## src/rtl/irqc_pkg.sv

```systemverilog
package irqc_pkg;
    typedef enum logic {
        REG_STATUS = 1'b0,
        REG_ENABLE = 1'b1
    } irqc_reg_e;
endpackage

```

## src/rtl/irqc_src_latch.sv

```systemverilog
module irqc_src_latch #(
    parameter int NSRC = 32
) (
    input  logic            clk,
    input  logic            rst_n,
    input  logic [NSRC-1:0] src_i,
    input  logic            ack_we_i,
    input  logic [NSRC-1:0] ack_keep_i,
    output logic [NSRC-1:0] status_o
);
    typedef struct packed {
        logic [NSRC-1:0] status;
    } latch_t;

    latch_t st_d, st_q;

    always_comb begin
        st_d = st_q;
        if (ack_we_i) begin
            st_d.status = st_q.status & ack_keep_i;
        end
        // a live source wins over any clear in the same cycle
        st_d.status = st_d.status | src_i;
    end

    always_ff @(posedge clk or negedge rst_n) begin
        if (!rst_n) begin
            st_q <= '0;
        end else begin
            st_q <= st_d;
        end
    end

    assign status_o = st_q.status;
endmodule

```

## src/rtl/irqc_mask_reg.sv

```systemverilog
module irqc_mask_reg #(
    parameter int NSRC = 32
) (
    input  logic            clk,
    input  logic            rst_n,
    input  logic            we_i,
    input  logic [NSRC-1:0] wdata_i,
    output logic [NSRC-1:0] enable_o
);
    typedef struct packed {
        logic [NSRC-1:0] enable;
    } mask_t;

    mask_t mk_d, mk_q;

    always_comb begin
        mk_d = mk_q;
        if (we_i) begin
            mk_d.enable = wdata_i;
        end
    end

    always_ff @(posedge clk or negedge rst_n) begin
        if (!rst_n) begin
            mk_q <= '0;
        end else begin
            mk_q <= mk_d;
        end
    end

    assign enable_o = mk_q.enable;
endmodule

```

## src/rtl/irqc_first_set.sv

```systemverilog
module irqc_first_set #(
    parameter int NSRC = 32,
    localparam int IW = (NSRC > 1) ? $clog2(NSRC) : 1
) (
    input  logic [NSRC-1:0] vec_i,
    output logic [IW-1:0]   idx_o,
    output logic            vld_o
);
    logic [NSRC-1:0] below_any;
    logic [NSRC-1:0] first_hot;

    // below_any[k] is high when some bit under k is set
    assign below_any[0] = 1'b0;
    for (genvar g = 1; g < NSRC; g++) begin : g_chain
        assign below_any[g] = below_any[g-1] | vec_i[g-1];
    end

    assign first_hot = vec_i & ~below_any;

    always_comb begin
        idx_o = '0;
        for (int i = 0; i < NSRC; i++) begin
            if (first_hot[i]) begin
                idx_o = idx_o | IW'(i);
            end
        end
    end

    assign vld_o = |vec_i;
endmodule

```

## src/rtl/agg_irq_ctrl.sv

```systemverilog
module agg_irq_ctrl #(
    parameter int NSRC     = 32,
    parameter int NCPU     = 8,
    parameter int CPU_LINE = 6,
    localparam int IW = (NSRC > 1) ? $clog2(NSRC) : 1
) (
    input  logic            clk,
    input  logic            rst_n,
    input  logic [NSRC-1:0] src_i,
    input  logic            bus_sel_i,
    input  logic            bus_we_i,
    input  logic            bus_addr_i,
    input  logic [NSRC-1:0] bus_wdata_i,
    output logic [NSRC-1:0] bus_rdata_o,
    output logic [NCPU-1:0] cpu_ip_o,
    output logic [IW-1:0]   pend_idx_o,
    output logic            pend_vld_o,
    output logic            spurious_o
);
    import irqc_pkg::*;

    typedef struct packed {
        logic irq;
    } top_t;

    top_t top_d, top_q;

    logic            wr_status;
    logic            wr_enable;
    logic [NSRC-1:0] status_w;
    logic [NSRC-1:0] enable_w;
    logic [NSRC-1:0] pending_w;
    logic            any_pend;

    assign wr_status = bus_sel_i && bus_we_i && (irqc_reg_e'(bus_addr_i) == REG_STATUS);
    assign wr_enable = bus_sel_i && bus_we_i && (irqc_reg_e'(bus_addr_i) == REG_ENABLE);

    irqc_src_latch #(.NSRC(NSRC)) u_latch (
        .clk        (clk),
        .rst_n      (rst_n),
        .src_i      (src_i),
        .ack_we_i   (wr_status),
        .ack_keep_i (bus_wdata_i),
        .status_o   (status_w)
    );

    irqc_mask_reg #(.NSRC(NSRC)) u_mask (
        .clk      (clk),
        .rst_n    (rst_n),
        .we_i     (wr_enable),
        .wdata_i  (bus_wdata_i),
        .enable_o (enable_w)
    );

    assign pending_w = status_w & enable_w;

    irqc_first_set #(.NSRC(NSRC)) u_first (
        .vec_i (pending_w),
        .idx_o (pend_idx_o),
        .vld_o (any_pend)
    );

    always_comb begin
        top_d     = top_q;
        top_d.irq = any_pend;
    end

    always_ff @(posedge clk or negedge rst_n) begin
        if (!rst_n) begin
            top_q <= '0;
        end else begin
            top_q <= top_d;
        end
    end

    always_comb begin
        if (irqc_reg_e'(bus_addr_i) == REG_ENABLE) begin
            bus_rdata_o = enable_w;
        end else begin
            bus_rdata_o = status_w;
        end
    end

    for (genvar g = 0; g < NCPU; g++) begin : g_cpu
        if (g == CPU_LINE) begin : g_on
            assign cpu_ip_o[g] = top_q.irq;
        end else begin : g_off
            assign cpu_ip_o[g] = 1'b0;
        end
    end

    assign pend_vld_o = any_pend;
    assign spurious_o = top_q.irq && !any_pend;
endmodule

```

## config.mk

```make
export PLATFORM = sky130hd
export DESIGN_NAME = agg_irq_ctrl
export DESIGN_NICKNAME = d
export VERILOG_FILES = /design/src/rtl/irqc_pkg.sv /design/src/rtl/irqc_src_latch.sv /design/src/rtl/irqc_mask_reg.sv /design/src/rtl/irqc_first_set.sv /design/src/rtl/agg_irq_ctrl.sv
export SDC_FILE = /design/constraint.sdc
export NUM_CORES = 1
export LEC_CHECK = 0
export BUFFER_PORTS_ARGS = -buffer_cell sky130_fd_sc_hd__buf_2
export CORE_ASPECT_RATIO = 1.4
export CORE_MARGIN = 2
export CORE_UTILIZATION = 45
export DETAILED_ROUTE_END_ITERATION = 10
export PLACE_DENSITY = 0.8
export SLEW_MARGIN = 20
export SYNTH_ARGS = -nofsm -noshare
export SYNTH_HDL_FRONTEND = slang
export SYNTH_SLANG_ARGS = --single-unit
```

## constraint.sdc

```tcl
create_clock -name clk -period 2.2 [get_ports clk]
set_input_delay 0.11 -clock clk [delete_from_list [all_inputs] [get_ports clk]]
set_output_delay 0.11 -clock clk [all_outputs]
set_load 0.03 [all_outputs]
```

==> results.json <==
{
  "worstPathArrival_ns": 2.04,
  "ant_nets": 0,
  "cp_max_fo": 5,
  "drc": 0,
  "max_freq_ghz": 0.464,
  "cts-root-buf": "clkbuf_8",
  "first_global_vias": 3198,
  "fin_skew_ns": 0.00552,
  "cts_sinks": 65,
  "ys_ff_latch": 65,
  "power_density_nw_per_um2": 711,
  "cts_tree": "yes",
  "postSynthCellCount": 301,
  "finalCriticalPeriod_ns": 2.15,
  "synth.most_common_cell": "dfrtp_1",
  "synth-seq-area-share_pct": 48.4,
  "fin_crit_sh_pct": 97.9,
  "total_power_mw": 3.47,
  "dp_hpwl_mm": 6.14,
  "synth_edf_count": 0,
  "routed_wirelength_mm": 9.62,
  "multi_input_area_um2": 1770,
  "drt-vias-per-instance": 5.32,
  "grtUsageTotal_pct": 23.7,
  "dieWidth_um": 77.0,
  "num_antenna_cells": 0,
  "slew_headroom_pct": 44.1,
  "initial_core_util_pct": 45.9,
  "maxCapViolCount": 0,
  "outcome": "completed",
  "ctsLongestPathBuffers": 2,
  "p_leak_nw": 2.05,
  "gp_congestion": 0.775,
  "synth_flop_cell": "dfrtp_1",
  "yosys-top-cells-count": "dfrtp_1 (65), mux2_2 (64), o21ai_0 (38)",
  "nFillCells": 561,
  "antenna_found_initial": 0,
  "cp-start-kind": "register",
  "fin_setup_tns_ns": 0,
  "path_clk_slew_ns": 0.07,
  "io_buffers": 108,
  "drt_iter0_drc": 119,
  "rsz0062_at_grt": "true",
  "cp_data_required_time_ns": 2.09,
  "cts_buffers": 9,
  "die_y_um": 106,
  "grt_pass1_wl_mm": 15.0,
  "finalSetupViolations": 0,
  "clkLatencyLatePin_ns": 0.35,
  "ys_async_sr_fraction_pct": 100,
  "drt_pass1_iterations": 4,
  "io_pins": 116,
  "stdcell_area_um2": 4880,
  "area_delta_synth_final_pct": 45.5,
  "vias": 3069,
  "grt_max_degree": 66,
  "grt-ovfl-total": 0,
  "syn_area_per_cell_um2": 11.2,
  "ys_types": 35,
  "core-area_um2": 7310,
  "min_path_type": "input pin to register",
  "yosysWarnings": 0,
  "drv_slew": 0,
  "hold_viol": 0,
  "worstSetupPathType": "register to output pin",
  "dpl_cell_area_um2": 4030,
  "syn-cell-area_um2": 3360,
  "drive_gt1_share_pct": 48.1,
  "regArea_um2": 1630,
  "synth_top_area_share_pct": 48.4,
  "final_util_pct": 66.8,
  "worst_pin_slew_ns": 0.838,
  "yosys.area.top_type": "dfrtp_1",
  "die_area_um2": 8180,
  "synthTopCellsByArea": "dfrtp_1 (48%), mux2_2 (21%), nand2b_1 (6.1%)",
  "rows": 37,
  "cts-htree-levels": 3,
  "nets": 544,
  "wire_per_inst_um": 16.7,
  "end_kind": "output pin",
  "ir_worst_vdd_mv": 0.471
}
==> kinds of logic (layout without fill, tap and decap cells) <==
group                  count (synthesis)  after routing  synth area share [%]
multiplexers                          64             64                  21.5
flip-flops                            65             65                  48.4
buffers and inverters                 20            193                  3.13
AND/OR/NAND/NOR                       74             74                  11.9
other                                  1              7                 0.112
AO/OA/AOI/OAI                         77             77                  14.9
==> final timing paths <==
path                                     startpoint                   to  slack [ns]  cells after the start
worst max-delay path            u_mask.enable_o[25]        pend_idx_o[0]        0.05                      7
worst min-delay path                 bus_wdata_i[9]   u_mask.enable_o[9]       0.007                      2
worst max register to register  u_mask.enable_o[25]                top_q        0.64                      6
worst min register to register  u_mask.enable_o[24]  u_mask.enable_o[24]        0.57                      1
max in group asynchronous                     rst_n   u_mask.enable_o[5]        1.17                      3
min in group asynchronous                     rst_n  u_mask.enable_o[31]        0.47                      3
==> state kept, by name (all words and copies together) (netlist names) <==
name              cells
u_mask.enable_o      32
top_q                 1
u_latch.status_o     32
==> layer usage <==
layer	track usage (%)	routed length (um)	share of wire, %	vias to the layer above
li1	-	-	-	1449
met1	24.3	3650	38	1488
met2	44.2	5210	54	109
met3	5.69	430	4.5	23
met4	11.9	334	3.5	0
met5	0	0	0	-
==> layout make-up <==
type | instances | share of cell area, %
Clock buffer | 13 | 3.25
Multi-Input combinational cell | 222 | 36.2
Inverter | 2 | 0.154
Clock inverter | 3 | 0.307
Sequential cell | 65 | 33.3
Tap cell | 97 | 2.48
Timing Repair Buffer | 175 | 24.3
==> stage by stage <==
step / hold WS [ns] / std cells / worst slack [ns]
finish: 0.00743 / 577 / 0.0470
global route: 0.00344 / 577 / -0.0941
CTS: 0.000436 / 568 / -0.00159
detailed placement: 0.299 / 503 / 0.277
global placement: 0.296 / 503 / 0.270
floorplan: -0.186 / 307 / 0.267
==> worst max-delay path, stage by stage (launching register included) <==
cell,delay [ns]
dfrtp_1,0.42
a222oi_1,0.34
buf_4,0.21
nand2_4,0.05
a2111oi_4,0.29
o31ai_2,0.10
nand4b_1,0.12
buf_6,0.14
==> power by group <==
group	switching [mW]	internal (mW)	total, mW
clock	0.437	0.465	0.902
combinational	0.577	0.514	1.09
sequential	0.150	1.33	1.48
total	1.16	2.31	3.47
==> cells in the final DEF (no fill, tap or decap), drive strengths merged, types with 2 or more instances in the layout <==
cell	instances
o21ai	38
a22oi	14
a32oi	6
nand4	5
dlygate4sd3	46
nor2	5
buf	129
a21oi	3
clkinv	3
conb	7
clkbuf	13
mux2	64
and3	3
nand2	21
dfrtp	65
nand2b	33
a31oi	2
nand3	4
a22o	2
inv	2
a222oi	2
==> timing repair <==
item                                    in CTS  in global routing
buffers inserted                             5                  7
pin swaps                                    3                 15
endpoints found under the hold margin      108                  2
hold buffers                                44                  2
gates resized for setup                      9                 23
endpoints found under the setup margin       5                  7
Power figures use the tool's default switching activity.
